==> src/rtl/alu8_flag_unit.sv <==
module alu8_flag_unit #(
  parameter int OP_W = 4
) (
  input  logic            clk,
  input  logic            rst,
  input  logic            wr_en,
  input  logic [OP_W-1:0] op,
  input  logic [7:0]      acc_in,
  input  logic [7:0]      opnd,
  output logic [7:0]      result,
  output logic [7:0]      flags
);

  localparam logic [OP_W-1:0] OP_ADD = 0;
  localparam logic [OP_W-1:0] OP_ADC = 1;
  localparam logic [OP_W-1:0] OP_SUB = 2;
  localparam logic [OP_W-1:0] OP_SBC = 3;
  localparam logic [OP_W-1:0] OP_CMP = 4;
  localparam logic [OP_W-1:0] OP_AND = 5;
  localparam logic [OP_W-1:0] OP_XOR = 6;
  localparam logic [OP_W-1:0] OP_OR  = 7;
  localparam logic [OP_W-1:0] OP_INC = 8;
  localparam logic [OP_W-1:0] OP_DEC = 9;

  logic       step, use_cin, is_sub, is_logic, is_valid, ovf;
  logic [8:0] rhs, arith;
  logic [4:0] nib;
  logic [7:0] lres, res_n, xbits, new_flags, mask;

  assign step     = (op == OP_INC) || (op == OP_DEC);
  assign use_cin  = (op == OP_ADC) || (op == OP_SBC);
  assign is_sub   = (op == OP_SUB) || (op == OP_SBC) || (op == OP_CMP) || (op == OP_DEC);
  assign is_logic = (op == OP_AND) || (op == OP_XOR) || (op == OP_OR);
  assign is_valid = op <= OP_DEC;

  assign rhs   = step ? 9'd1 : ({1'b0, opnd} + {8'd0, use_cin & flags[0]});
  assign arith = is_sub ? ({1'b0, acc_in} - rhs) : ({1'b0, acc_in} + rhs);
  assign nib   = is_sub ? ({1'b0, acc_in[3:0]} - {1'b0, rhs[3:0]})
                        : ({1'b0, acc_in[3:0]} + {1'b0, rhs[3:0]});
  assign ovf   = is_sub ? ((acc_in[7] != rhs[7]) && (arith[7] != acc_in[7]))
                        : ((acc_in[7] == rhs[7]) && (arith[7] != acc_in[7]));

  always_comb begin
    case (op)
      OP_AND:  lres = acc_in & opnd;
      OP_XOR:  lres = acc_in ^ opnd;
      default: lres = acc_in | opnd;
    endcase
  end

  assign res_n = is_logic ? lres : arith[7:0];
  assign xbits = (op == OP_CMP) ? opnd : res_n;
  assign mask  = step ? 8'hFE : 8'hFF;

  assign new_flags = {res_n[7],
                      res_n == 8'd0,
                      xbits[5],
                      is_logic ? (op == OP_AND) : nib[4],
                      xbits[3],
                      is_logic ? ~^res_n : ovf,
                      is_sub,
                      is_logic ? 1'b0 : arith[8]};

  always_ff @(posedge clk) begin
    if (rst) begin
      flags  <= 8'd0;
      result <= 8'd0;
    end else if (wr_en && is_valid) begin
      flags <= (new_flags & mask) | (flags & ~mask);
      if (op != OP_CMP) result <= res_n;
    end
  end

  assert_reset_clear_R11: assert property (@(posedge clk)
    rst |=> (flags == 8'd0) && (result == 8'd0));

  assert_hold_nowr_R9: assert property (@(posedge clk) disable iff (rst)
    !wr_en |=> $stable(flags) && $stable(result));

  assert_unused_code_R10: assert property (@(posedge clk) disable iff (rst)
    (wr_en && op > OP_DEC) |=> $stable(flags) && $stable(result));

  assert_keep_carry_R7: assert property (@(posedge clk) disable iff (rst)
    (wr_en && step) |=> flags[0] == $past(flags[0]));

  assert_cmp_no_wb_R5: assert property (@(posedge clk) disable iff (rst)
    (wr_en && op == OP_CMP) |=> $stable(result));

  assert_zero_sign_R4: assert property (@(posedge clk) disable iff (rst)
    (wr_en && is_valid && op != OP_CMP) |=>
      (flags[6] == (result == 8'd0)) && (flags[7] == result[7]));

  assert_logic_clear_R6: assert property (@(posedge clk) disable iff (rst)
    (wr_en && is_logic) |=> flags[1:0] == 2'b00);

  assert_sub_flag_R3: assert property (@(posedge clk) disable iff (rst)
    (wr_en && is_valid) |=> flags[1] == $past(is_sub));

endmodule

==> config.mk <==
export PLATFORM = sky130hd
export DESIGN_NAME = alu8_flag_unit
export DESIGN_NICKNAME = d
export VERILOG_FILES = /design/src/rtl/alu8_flag_unit.sv
export SDC_FILE = /design/constraint.sdc
export NUM_CORES = 1
export LEC_CHECK = 0
export BUFFER_PORTS_ARGS = -buffer_cell sky130_fd_sc_hd__buf_2
export CAP_MARGIN = 40
export CORE_UTILIZATION = 45
export CTS_CLUSTER_DIAMETER = 120
export DETAILED_ROUTE_END_ITERATION = 10
export PLACE_DENSITY = 0.67
export SETUP_SLACK_MARGIN = 0.3
export SLEW_MARGIN = 40
export SYNTH_ARGS = -nofsm -noshare
export SYNTH_HDL_FRONTEND = slang
export SYNTH_SLANG_ARGS = --single-unit
==> constraint.sdc <==
create_clock -name clk -period 5.2 [get_ports clk]
set_clock_uncertainty 0.15 [all_clocks]
set_input_delay 1.04 -clock clk [delete_from_list [all_inputs] [get_ports clk]]
set_output_delay 1.04 -clock clk [all_outputs]
set_load 0.05 [all_outputs]
After elaboration in Yosys (flattened, before gate mapping) --
Index checks and enable logic that the tools add are counted.
Word-level totals: input port bits 23, word-level logic and storage cells 53, register bits 16
Operators by class: muxes and demuxes 11, magnitude comparators 1, bitwise logic cells 8, eq/ne operators 13, reduce and logical (&&, ||, !) cells 13, add/sub/neg operators 5
Operators by type and width (count):
- $and 8x8->8 | 3
- $mux 9 | 2
- $eq 4x3->1 const B | 4
- $or 8x8->8 | 2
- $pmux 8 s2 | 1
- $add 8x1->9 | 1
- $add 8x9->9 | 1
- $sub 8x9->9 | 1
- $eq 4x2->1 const B | 2
- $eq 4x4->1 const B | 2
- $logic_not 8->1 | 1
- $mux 8 | 1
- $not 8->8 | 1
- $reduce_xnor 8->1 | 1
- $xor 8x8->8 | 1
- $logic_or 1x1->1 | 7
- $mux 6 | 1
- $add 4x4->5 | 1
- $mux 1 | 5
- $mux 5 | 1
- $sub 4x4->5 | 1
- $eq 4x1->1 const B | 1
- $le 4x4->1 const B | 1
- $ne 4x3->1 const B | 1
- 5 further kinds | 8

Longest topological paths before layout --
word-level depth 13, gate-level depth with buffers 27

Least setup slack after synthesis --
No wires, ideal clock.
path kind input-to-reg, start in op[0], end reg flags[2], path buffers 4, arrival 4.929 ns, stages on the path 27, slack 0.050 ns, cell sequence clkbuf_1 clkbuf_1 nand2_1 nor3_1 ha_1 buf_2 nand3b_1 o21a_1 o21ai_0 nand2_1 nor2_1 nor2_1 xnor2_1 ha_1 clkbuf_1 nand4_1 a21oi_1 nor2_1 xor2_1 o21ai_0 o221ai_1 ha_1 xor2_1 xnor2_1 a21oi_1 o31ai_1 a21oi_1
Between the ends: word-level cells in the longest chain between the ends 13, elaborated cells on any way between the ends 36
Ends and longest elaborated chain:
- from (decl) | line 7 | input logic [OP_W-1:0] op,
- $eq 4x1->1 / $eq 4x2->1 (equally long branches) | line 31, 32
- $logic_or 1x1->1 | line 31 | assign use_cin = (op == OP_ADC) || (op == OP_SBC);
- $and 1x1->1 | line 36 | assign rhs = step ? 9'd1 : ({1'b0, opnd} + {8'd0, use_cin & flags[0]});
- $add 8x1->9 | line 36
- $mux 9 | line 36
- $add 8x9->9 / $sub 8x9->9 (equally long branches) | line 37 | assign arith = is_sub ? ({1'b0, acc_in} - rhs) : ({1'b0, acc_in} + rhs);
- $mux 9 | line 37
- $ne 1x1->1 | line 40, 41
- $logic_and 1x1->1 (on tied branches) | line 41, 40
- $mux 1 | line 40 | assign ovf = is_sub ? ((acc_in[7] != rhs[7]) && (arith[7] != acc_in[7]))
- $mux 1 | line 60 | is_logic ? ~^res_n : ovf,
- $and 8x8->8 | line 69 | flags <= (new_flags & mask) | (flags & ~mask);
- $or 8x8->8 | line 69
- to (signal assigned) | line 69
- to (decl) | line 11 | output logic [7:0] flags
Several ways; a longest one is shown, not always the timed one. A chain may end at the register's enable or synchronous reset.

Worst setup path after layout --
Same ends and word-level chain as after synthesis.

==> impl_metrics.yaml <==
status:
  status: "finished, final reports clean"
yosys:
  synth_cell_types: 51
  synth_ff_type: "dfxtp_1"
  async_reset_ff_frac: 0
  synth-edff-count: 0
  avgSynthCellArea_um2: 7.374
  synthCells: 291
  yosysWarnings: 0
  synth_seq_cells: 16
  netlist_area_um2: 2146
  seq_area_frac_synth: 0.1493
  synth_fp_nets: 346
global_route:
  grt_overflow_total: 0
  grt_pass1_wl_mm: 8.859
  antenna_found_initial: 0
  grt_use_met2: 0.3793
  grt_use_total: 0.2192
  grt-busiest-layer: "met2"
  grt_pass1_vias: 1903
  grt_util_met1: 0.2995
  grt_max_degree: 18
  grt.met3_usage: 0.02564
floorplanning:
  initial_core_util: 0.4796
  io_pins: 39
  die_w_um: 71.06
  die_h_um: 71.06
  core-area_um2: 4474
  dieArea_um2: 5049
  row_count: 24
clocking:
  clkTransAtPathRegs_ns: 0.06
  cts_tree: "built"
  cts_buffer_depth: 2
  h-tree-depth: 1
  cts_made_buffers: 3
  cts_hold_buf: 0
  cts_root_buffer: "clkbuf_8"
  clock_sinks: 16
  insertion_delay_ns: 0.25
cells_and_area:
  layout_commonest_cell: "nor2_1"
  nNetsFinal: 384
  antenna_cells: 0
  syn_to_final_growth_pct: 17.84
  fill_cells: 443
  layout-drive-gt1-share: 0.2416
  layout_common_cells: "40 x nor2_1, 38 x buf_2, 27 x ha_1"
  fin_area_um2: 2529
run:
  maxCapViolCount: 0
setup_path:
  start_kind: "primary input"
  crit_slowest_cell: "fa_1"
  endpoint_kind: "flop"
  critical_path_buf_inv_count: 2
  critical_path_class: "primary input to flop"
  cp_cell_sequence: "buf_2 > nand2_1 > nor3_4 > buf_4 > ha_4 > nor2_2 > ha_2 > mux2_2 > fa_1 > nor2b_1 > o21ai_1 > a21oi_2 > nor2_1 > xnor2_1 > o22ai_1 > ha_1 > xor2_1 > xnor2_1 > a21oi_1 > o31ai_1 > a21oi_1"
  required_ns: 5.23
  arrival_ns: 4.65
  cpPeakStageDelay_ns: 0.44
  crit_family: "adder cells"
  cp_max_fo: 2
power_and_ir_drop:
  ir_worst_vdd_mv: 0.1271
  switching_power_mw: 0.2693
  power.density_nw_per_um2: 243.1
  power_frac_seq: 0.229
  p_int_mw: 0.3453
  sw_frac_of_total: 0.4382
  p_leak_nw: 1.174
  pwr-share-comb: 0.622
  clock_power_share: 0.149
timing:
  hold_viol_final: 0
  max_slew_margin: 0.5915
  post-route-min-period_ns: 4.617
  rsz0062_at_grt: "no"
  finalSetupViolations: 0
  fin_tns_setup_ns: 0
  period_share: 0.8879
  fmax_ghz: 0.2166
  drv_slew: 0
  tightest_slew_ns: 0.6105
drt:
  dr.pass1.iters: 6
  wl_mm: 5.386
  dr_total_vias: 2132
  avgRoutedWirePerCell_um: 14.21
  ant_nets: 0
  first_iter_violations: 81
  viasPerCell: 5.625
  drcViolationCount: 0
placement:
  place.gp.congestion: 0.9209
  dp_hpwl_mm: 4.369
  portBuffers: 38
  place_area_um2: 2391
worst_hold_path:
  min_path_type: "flop to flop"
## cells by family after synthesis
kind of cell               after synthesis  share of synthesized area
buffers and inverters                   40                    0.07696
and+or+nand+nor                        100                     0.2292
xor gates and xnor gates                24                     0.1050
DFF                                     16                     0.1493
muxes                                    6                    0.02915
AOI/OAI and AO/OA                       73                     0.2204
adders and majority gates               32                     0.1901
## Yosys cell counts (2+ instances only)
master,n,area (um^2)
a211oi_1,9,67.56
a21oi_1,22,110.1
a31oi_1,4,25.02
and3b_1,2,17.52
buf_2,3,15.01
clkbuf_1,11,41.29
dfxtp_1,16,320.3
ha_1,31,387.9
inv_1,23,86.33
mux2_2,2,22.52
mux2i_1,4,40.04
nand2_1,19,71.32
nand2b_1,5,31.28
nand3_1,6,30.03
nand3b_1,3,22.52
nand4_1,6,37.54
nor2_1,42,157.7
nor2b_1,3,18.77
nor3_1,5,25.02
nor3b_1,2,15.01
o21a_1,2,15.01
o21ai_0,14,70.07
o221ai_1,3,26.28
o22ai_1,6,37.54
xnor2_1,16,140.1
xor2_1,7,61.31
## per-stage QoR
stage / power [mW] / std cells / util / hold WS (ns) / setup slack, ns
6_report: 0.6146 / 379 / 0.5652 / 0.3011 / 0.5829
5_1_grt: 0.6637 / 379 / 0.5652 / 0.3275 / 0.2654
4_1_cts: 0.5950 / 375 / 0.5436 / 0.3019 / 0.3208
3_5_place_dp: 0.5005 / 372 / 0.5344 / 0.2928 / 0.08603
3_3_place_gp: 0.4972 / 372 / 0.5336 / 0.2874 / 0.1726
2_1_floorplan: 0.4220 / 291 / - / 0.5217 / 0.3004
## path summary, 6_finish.rpt
path / from / to / slack [ns] / cells after the start
hold reg to reg: flags[5]$_SDFFE_PP0P_ / flags[5]$_SDFFE_PP0P_ / 0.30 / 2
hold / removal: flags[5]$_SDFFE_PP0P_ / flags[5]$_SDFFE_PP0P_ / 0.30 / 2
setup / recovery: op[0] / flags[2]$_SDFFE_PP0P_ / 0.58 / 21
setup reg to reg: flop / flags[2]$_SDFFE_PP0P_ / 1.08 / 20
## worst min-delay path: cells and delay by family, from the launching register on
kind / cells / cell delay (ns)
flip-flops: 1 / 0.31
AND/OR/NAND/NOR: 1 / 0.05
AO/OA/AOI/OAI: 1 / 0.05
## power by group through the flow
| stage | Combinational, mW | Clock (mW) | Sequential, mW |
|---|---|---|---|
| floorplan | 0.235 | 0 | 0.187 |
| global placement | 0.354 | 0 | 0.143 |
| detailed placement | 0.357 | 0 | 0.144 |
| CTS | 0.358 | 0.0956 | 0.141 |
| global route | 0.422 | 0.0985 | 0.143 |
| finish | 0.382 | 0.0918 | 0.141 |
## metal layers
layer / share of wire / vias up
li1: - / 1099
met1: 0.48 / 984
met2: 0.48 / 45
met3: 0.040 / 4
met4: 0.0084 / 0
met5: 0 / -
## layout make-up
class,instances,area [um^2],share of cell area
timing repair buffer,50,280.3,0.1108
inverter,23,86.33,0.03414
multi-input combinational,235,1735,0.6863
sequential,16,320.3,0.1267
clock buffer,3,41.29,0.01633
tap,52,65.06,0.02573
## what timing repair did
| item | CTS | global route |
|---|---|---|
| endpoints found under the setup margin | 0 | 2 |
| resized for setup | 0 | 21 |
| buffers inserted | 0 | 4 |
## sequential cells by signal (all words and copies together), names as in the netlist, named ones only
signal and count:
flags 7, result 8
(Power assumes the default switching activity.)
